<file path="config.mk">
export PLATFORM = sky130hd
export DESIGN_NAME = dsp_port
export DESIGN_NICKNAME = d
export VERILOG_FILES = /design/src/rtl/dsp_pkg.sv /design/src/rtl/dsp_decode.sv /design/src/rtl/dsp_ctrl.sv /design/src/rtl/dsp_data.sv /design/src/rtl/dsp_port.sv
export SDC_FILE = /design/constraint.sdc
export NUM_CORES = 1
export LEC_CHECK = 0
export BUFFER_PORTS_ARGS = -buffer_cell sky130_fd_sc_hd__buf_2
export CAP_MARGIN = 30
export CORE_MARGIN = 2
export CORE_UTILIZATION = 37
export CTS_BUF_LIST = sky130_fd_sc_hd__clkbuf_8
export DETAILED_ROUTE_END_ITERATION = 8
export PLACE_DENSITY = 0.78
export SETUP_SLACK_MARGIN = 0.15
export SYNTH_ARGS = -nofsm -noshare
export SYNTH_HDL_FRONTEND = slang
export SYNTH_SLANG_ARGS = --single-unit
</file>
<file path="constraint.sdc">
create_clock -name clk -period 1.79 [get_ports clk]
set_input_delay 0.358 -clock clk [delete_from_list [all_inputs] [get_ports clk]]
set_output_delay 0.358 -clock clk [all_outputs]
set_load 0.005 [all_outputs]
</file>
<file path="src/rtl/dsp_pkg.sv">
package dsp_pkg;
  typedef enum logic [1:0] {
    SEL_NONE = 2'd0,
    SEL_STAT = 2'd1,
    SEL_DATA = 2'd2
  } reg_sel_e;
endpackage

</file>
<file path="src/rtl/dsp_decode.sv">
module dsp_decode
  import dsp_pkg::*;
#(
  parameter int ADDR_W = 16,
  parameter logic [ADDR_W-1:0] STAT_ADDR = 16'hFE04,
  parameter logic [ADDR_W-1:0] DATA_ADDR = 16'hFE06
) (
  input  logic              sel,
  input  logic              we,
  input  logic [ADDR_W-1:0] addr,
  output reg_sel_e          hit,
  output logic              wr_stat,
  output logic              wr_data,
  output logic              rd_en
);
  always_comb begin
    hit = SEL_NONE;
    if (sel) begin
      if (addr == STAT_ADDR)      hit = SEL_STAT;
      else if (addr == DATA_ADDR) hit = SEL_DATA;
    end
  end

  assign wr_stat = we && (hit == SEL_STAT);
  assign wr_data = we && (hit == SEL_DATA);
  assign rd_en   = sel && !we;
endmodule

</file>
<file path="src/rtl/dsp_ctrl.sv">
module dsp_ctrl (
  input  logic clk,
  input  logic rst_n,
  input  logic wr_stat,
  input  logic wr_data,
  input  logic ie_wbit,
  input  logic done,
  output logic ready,
  output logic ie,
  output logic accept,
  output logic strobe,
  output logic irq
);
  assign accept = wr_data && ready;

  always_ff @(posedge clk) begin
    if (!rst_n) begin
      ready  <= 1'b1;
      ie     <= 1'b0;
      strobe <= 1'b0;
    end else begin
      strobe <= accept;
      if (accept)           ready <= 1'b0;
      else if (done && !ready) ready <= 1'b1;
      if (wr_stat)          ie <= ie_wbit;
    end
  end

  assign irq = ready && ie;


  accept_clears_chk: assert property (@(posedge clk) disable iff (!rst_n)
    accept |=> (!ready && strobe));


  strobe_single_chk: assert property (@(posedge clk) disable iff (!rst_n)
    strobe |=> !strobe);


  done_sets_ready_chk: assert property (@(posedge clk) disable iff (!rst_n)
    (done && !ready) |=> ready);


  stat_keeps_ready_chk: assert property (@(posedge clk) disable iff (!rst_n)
    (wr_stat && !wr_data && !done) |=> $stable(ready));
endmodule

</file>
<file path="src/rtl/dsp_data.sv">
module dsp_data #(
  parameter int CHAR_W = 8
) (
  input  logic              clk,
  input  logic              rst_n,
  input  logic              load,
  input  logic [CHAR_W-1:0] wchar,
  output logic [CHAR_W-1:0] char_q
);
  always_ff @(posedge clk) begin
    if (!rst_n)    char_q <= '0;
    else if (load) char_q <= wchar;
  end
endmodule

</file>
<file path="src/rtl/dsp_port.sv">
module dsp_port
  import dsp_pkg::*;
#(
  parameter int ADDR_W    = 16,
  parameter int DATA_W    = 16,
  parameter int CHAR_W    = 8,
  parameter int READY_BIT = 15,
  parameter int IE_BIT    = 14,
  parameter logic [ADDR_W-1:0] STAT_ADDR = 16'hFE04,
  parameter logic [ADDR_W-1:0] DATA_ADDR = 16'hFE06
) (
  input  logic              clk,
  input  logic              rst_n,
  input  logic              bus_sel,
  input  logic              bus_we,
  input  logic [ADDR_W-1:0] bus_addr,
  input  logic [DATA_W-1:0] bus_wdata,
  output logic [DATA_W-1:0] bus_rdata,
  output logic              disp_valid,
  output logic [CHAR_W-1:0] disp_char,
  input  logic              disp_done,
  output logic              irq
);
  reg_sel_e hit;
  logic wr_stat, wr_data, rd_en;
  logic ready, ie, accept;
  logic unused_wbits;

  assign unused_wbits = ^bus_wdata;

  dsp_decode #(.ADDR_W(ADDR_W), .STAT_ADDR(STAT_ADDR), .DATA_ADDR(DATA_ADDR)) u_dec (
    .sel(bus_sel), .we(bus_we), .addr(bus_addr),
    .hit(hit), .wr_stat(wr_stat), .wr_data(wr_data), .rd_en(rd_en)
  );

  dsp_ctrl u_ctrl (
    .clk(clk), .rst_n(rst_n), .wr_stat(wr_stat), .wr_data(wr_data),
    .ie_wbit(bus_wdata[IE_BIT]), .done(disp_done),
    .ready(ready), .ie(ie), .accept(accept), .strobe(disp_valid), .irq(irq)
  );

  dsp_data #(.CHAR_W(CHAR_W)) u_data (
    .clk(clk), .rst_n(rst_n), .load(accept),
    .wchar(bus_wdata[CHAR_W-1:0]), .char_q(disp_char)
  );

  always_comb begin
    bus_rdata = '0;
    if (rd_en) begin
      case (hit)
        SEL_STAT: begin
          bus_rdata[READY_BIT] = ready;
          bus_rdata[IE_BIT]    = ie;
        end
        SEL_DATA: bus_rdata[CHAR_W-1:0] = disp_char;
        default:  bus_rdata = '0;
      endcase
    end
  end


  busy_drop_chk: assert property (@(posedge clk) disable iff (!rst_n)
    (bus_sel && bus_we && bus_addr == DATA_ADDR && !ready) |=> ($stable(disp_char) && !disp_valid));


  irq_needs_ready_chk: assert property (@(posedge clk) disable iff (!rst_n)
    disp_valid |-> !irq);


  idle_rdata_chk: assert property (@(posedge clk) disable iff (!rst_n)
    (!bus_sel || bus_we) |-> (bus_rdata == '0));
endmodule

</file>
# ---- Yosys cells after proc, flatten, opt, wreduce, memory -nomap -nowiden
# Index checks and enable logic that the tools add are counted.
dict set report classes {
  eq_ne 4
  muxes 8
  n_reduce_logical 9
}
# operator count
set ops {}
lappend ops {{$eq A16 B16 Y1 const B} 2}
lappend ops {{$mux W16} 1}
lappend ops {{$mux W2} 4}
lappend ops {{$mux W8} 1}
lappend ops {{$logic_and A1 B1 Y1} 6}
lappend ops {{$eq A2 B1 Y1 const B} 1}
lappend ops {{$eq A2 B2 Y1 const B} 1}
lappend ops {{$logic_not A1 Y1} 2}
lappend ops {{$mux W1} 2}
lappend ops {{$reduce_bool A2 Y1} 1}
dict set report word_totals {
  register_bits 11
}

# ---- Logic depth before layout (Yosys ltp)
dict set report depth {
  depth_word 8
  ltp_mapped 4
  depth_no_buf 4
}

# ---- Hierarchy
# From an unflattened synthesis, not the netlist that was laid out.
dict set report hier_totals {
  cells_unflattened 63
  area_unflattened_um2 658.1
}
# module n_inst seq_area_each_um2 cells_per_inst area_per_inst_um2
set by_module_without_submodules {}
lappend by_module_without_submodules {dsp_data 1 160.2 25 301.5}
lappend by_module_without_submodules {dsp_port 1 0.0 17 148.9}
lappend by_module_without_submodules {dsp_ctrl 1 60.1 10 112.6}
lappend by_module_without_submodules {dsp_decode 1 0.0 11 95.1}

# ---- Worst setup path after synthesis
# Ideal clock, no wire load.
dict set report synth_timing {
  path_type {input port to output port}
  start {input bus_addr[7]}
  end {output bus_rdata[0]}
  setup_slack_ps 154
  arrival_time_ps 1278
  path_buffers 0
  stages 4
  cell_sequence {nor4b_4 nand4_4 nor3b_4 and2_1}
}
dict set report synth_between {
  elab_chain_cells 7
  word_cells_on_any_way 8
}
# item line
set synth_rtl {}
lappend synth_rtl {{start, declared} dsp_port.sv:16} ;# input logic [ADDR_W-1:0] bus_addr,
lappend synth_rtl {{$eq A16 B16 Y1} dsp_decode.sv:20} ;# else if (addr == DATA_ADDR) hit = SEL_DATA;
lappend synth_rtl {{$mux W2} dsp_decode.sv:20}
lappend synth_rtl {{$mux W2 *} dsp_decode.sv:19} ;# if (addr == STAT_ADDR) hit = SEL_STAT;
lappend synth_rtl {{$mux W2 *} dsp_decode.sv:18} ;# if (sel) begin
lappend synth_rtl {{$eq A2 B2 Y1 *} dsp_port.sv:50} ;# case (hit)
lappend synth_rtl {{$mux W8 *} dsp_port.sv:50}
lappend synth_rtl {{$mux W16 *} dsp_port.sv:49} ;# if (rd_en) begin
lappend synth_rtl {{end, declared} dsp_port.sv:18} ;# output logic [DATA_W-1:0] bus_rdata,
# Mark *: on every way between the ends. The rest lies on a longest branch, timed or not.

# ---- Worst setup path in the final report
dict set report layout_timing {
  start {input bus_addr[6]}
  end {output bus_rdata[3]}
}
# The elaborated chain is that of the path after synthesis.

==> flow_summary.ini <==
[outcome]
run_status = complete, but fails checks
failed_checks = setup timing

[pwr]
power_leakage_nw = 0.5431
vdd.ir_drop.worst_uv = 570.0
pwr_density_cell_nw_per_um2 = 535.9

[sta]
maxClockFrequency_mhz = 534.4
finalClockSkew_ns = 0.001082
timing.final.ws_setup_ns = -0.08132
period_needed_ns = 1.871
timing_hold_violations_final = 0
finalMaxSlewViolations = 0
timing.final.crit_share = 1.045
rsz0062_at_grt = yes
setup_violating_endpoint_count_in_the_final_report = 10

[grt]
wire_length_of_the_first_global_routing_pass_microns = 2408
grt.total_usage = 0.1621
grt_antenna_before_repair = 0
gr-total-overflow = 0
grt_pass1_vias = 574
grt_max_degree = 21

[floorplan]
area_enclosed_by_the_die_boundary_sq_um = 2128
top_level_pins = 63
die_y_microns = 46.14
initial_utilization = 0.3889
placeableCoreArea_sq_um = 1689
die_x_microns = 46.14
rows = 15

[clock_network]
clock_path_buffers = 2
tritoncts.num_buffers = 3
tritoncts = done
worst_skew_pair.late_latency_ns = 0.23
clock_tree.root_cell = sky130_fd_sc_hd__clkbuf_8
cts.hold.buffers_added = 0
clock-sinks = 11
clk_transition_reported_paths_ns = 0.05
htreeDepth = 1

[logic_synthesis]
synth_seq_area_share = 0.3352
netlist_top_cells_area = sky130_fd_sc_hd__dfxtp_1, sky130_fd_sc_hd__mux2i_1, sky130_fd_sc_hd__and2_1
synth_top_area_cell = sky130_fd_sc_hd__dfxtp_1
synth.avg_cell_area_sq_um = 9.252
synth.distinct_cells = 18
yosys.area.top_type_share = 0.3352
synth_enable_flop_cells = 0
ys.warnings.count = 0
synth-seq-cells = 11
ys.flop_type = sky130_fd_sc_hd__dfxtp_1
netlist_area_before_placement_sq_um = 656.9
postSynthCellCount = 71
synth_async_sr_flop_share = 0

[final_layout]
finish.utilization = 0.6000
area.growth.synth_to_final_pct = 54.29
finalNetCount = 162
post_route_cells_drive_above_1_share = 0.5323
antenna_cells = 0

[drt]
route.antenna.remaining_nets = 0
route.final.wire_length_microns = 1612
drt_first_pass_iters = 2
route.detailed.drc = 0
initialDrtViolationCount = 8
via_count = 642
route.detailed.vias_per_inst = 4.553
wire_per_inst_microns = 11.43

[worst_setup_path]
timing.critical_path.slowest_cell_delay_ns = 0.31
path_class = in2out
worst-path-max-fanout = 6
startpoint_type = input port
cp_slowest_cell = sky130_fd_sc_hd__nor4b_4
crit_path_cell_trace = buf_6 > nor4b_4 > nand4_4 > nor3b_4 > buf_6 > and2_4 > buf_6
critical_path_arrival_ns = 1.51
setup.worst_path.end_class = output pin
critical_path_required_ns = 1.43
crit_path_frequent_cell = sky130_fd_sc_hd__buf_6

[min_path]
hold_class = in2reg

[place]
io_buffer_count = 49
detailed_place_hpwl_microns = 1145
place_worst_setup_slack_ns = -0.1335
place.gp.congestion = 0.6909

[job]
max_cap_viol_count = 0
## cells by family (layout without fill, tap and decap cells)
kind of cell / count (synthesis) / count (layout) / synth area share
and+or+nand+nor: 41 / 41 / 0.4342
DFF: 11 / 11 / 0.3352
muxes: 9 / 9 / 0.1371
buffers and inverters: 8 / 56 / 0.08000
other: 1 / 6 / 0.005709
AOI/OAI and AO/OA: 1 / 1 / 0.007612
## timing repair
action	4_1_cts	5_1_grt
buffers inserted	2	0
pin swaps	11	3
resized for setup	8	4
endpoints found under the setup margin	10	10
## state kept, by name, indices dropped and copies added, names as in the netlist
name	count
u_ctrl.strobe	1
u_ctrl.ready	1
u_data.char_q	8
u_ctrl.ie	1
## critical path, delay by kind of cell
family                 cells  cell delay [ns]
buffers and inverters      3             0.34
and+or+nand+nor            4             0.83
## layout make-up
| cell class | instances | area, sq um |
|---|---|---|
| multi-input cells | 57 | 417.9 |
| well taps | 17 | 21.27 |
| repair buffers | 52 | 309.0 |
| flip-flops and latches | 11 | 220.2 |
| clock inverters | 1 | 3.754 |
| fillers | 150 | 675.6 |
| clock buffers | 3 | 41.29 |
## power by group
| part | internal [mW] | total, mW | switching [mW] |
|---|---|---|---|
| Combinational | 0.0329 | 0.0600 | 0.0271 |
| Sequential | 0.245 | 0.245 | 0.000000689 |
| Clock | 0.150 | 0.238 | 0.0876 |
| Total | 0.428 | 0.543 | 0.115 |
## per-stage QoR
stage	std cells	hold slack (ns)	power, mW	cell area [sq um]	TNS (ns)
global route	141	0.3660	0.5781	1013	-0.9891
detailed placement	135	0.4597	0.3069	897.1	-1.100
CTS	141	0.3621	0.5510	996.0	-0.6315
floorplan	76	0.4386	0.2815	675.6	0
finish	141	0.3662	0.5431	1013	-0.5882
global placement	135	0.4492	0.3051	897.1	-0.8113
## metal layers
layer,part of all wire,vias up,track usage
li1,-,328,-
met1,0.35,282,0.1781
met5,0,-,0
met2,0.56,30,0.2861
met3,0.083,2,0.07451
met4,0.0087,0,0.02857
## Yosys cell counts (all sizes together), types with 2 or more instances
master / count
mux2i: 9
and2: 12
buf: 6
nor3b: 2
dfxtp: 11
and4b: 2
nand2: 18
nor2: 2
clkbuf: 2
## cells in the final DEF, fill, tap and decap left out
cell / netlist / final
sky130_fd_sc_hd__and2_1: 12 / 8
sky130_fd_sc_hd__and2_4: 0 / 4
sky130_fd_sc_hd__and4b_1: 2 / 2
sky130_fd_sc_hd__and4bb_2: 1 / 1
sky130_fd_sc_hd__buf_2: 0 / 43
sky130_fd_sc_hd__buf_4: 6 / 2
sky130_fd_sc_hd__buf_6: 0 / 7
sky130_fd_sc_hd__clkbuf_8: 0 / 3
sky130_fd_sc_hd__conb_1: 1 / 6
sky130_fd_sc_hd__dfxtp_1: 11 / 11
sky130_fd_sc_hd__inv_1: 0 / 1
sky130_fd_sc_hd__mux2i_1: 9 / 9
sky130_fd_sc_hd__nand2_1: 18 / 18
sky130_fd_sc_hd__nand3_1: 1 / 1
sky130_fd_sc_hd__nand4_4: 1 / 1
sky130_fd_sc_hd__nor2_1: 1 / 1
sky130_fd_sc_hd__nor2_8: 1 / 1
sky130_fd_sc_hd__nor3_2: 0 / 1
sky130_fd_sc_hd__nor3b_2: 1 / 1
sky130_fd_sc_hd__nor3b_4: 1 / 1
sky130_fd_sc_hd__nor4b_4: 1 / 1
sky130_fd_sc_hd__o21ai_0: 1 / 1
## path summary, 6_finish.rpt
path | startpoint | endpoint | slack, ns | depth (start not counted)
min | bus_wdata[5] | u_data.char_q[5] | 0.37 | 3
max reg2reg | u_ctrl.ready | u_data.char_q[7] | 0.71 | 3
max | bus_addr[6] | bus_rdata[3] | -0.08 | 7
min reg2reg | u_data.char_q[6] | u_data.char_q[6] | 0.47 | 2
(Power assumes the default switching activity.)
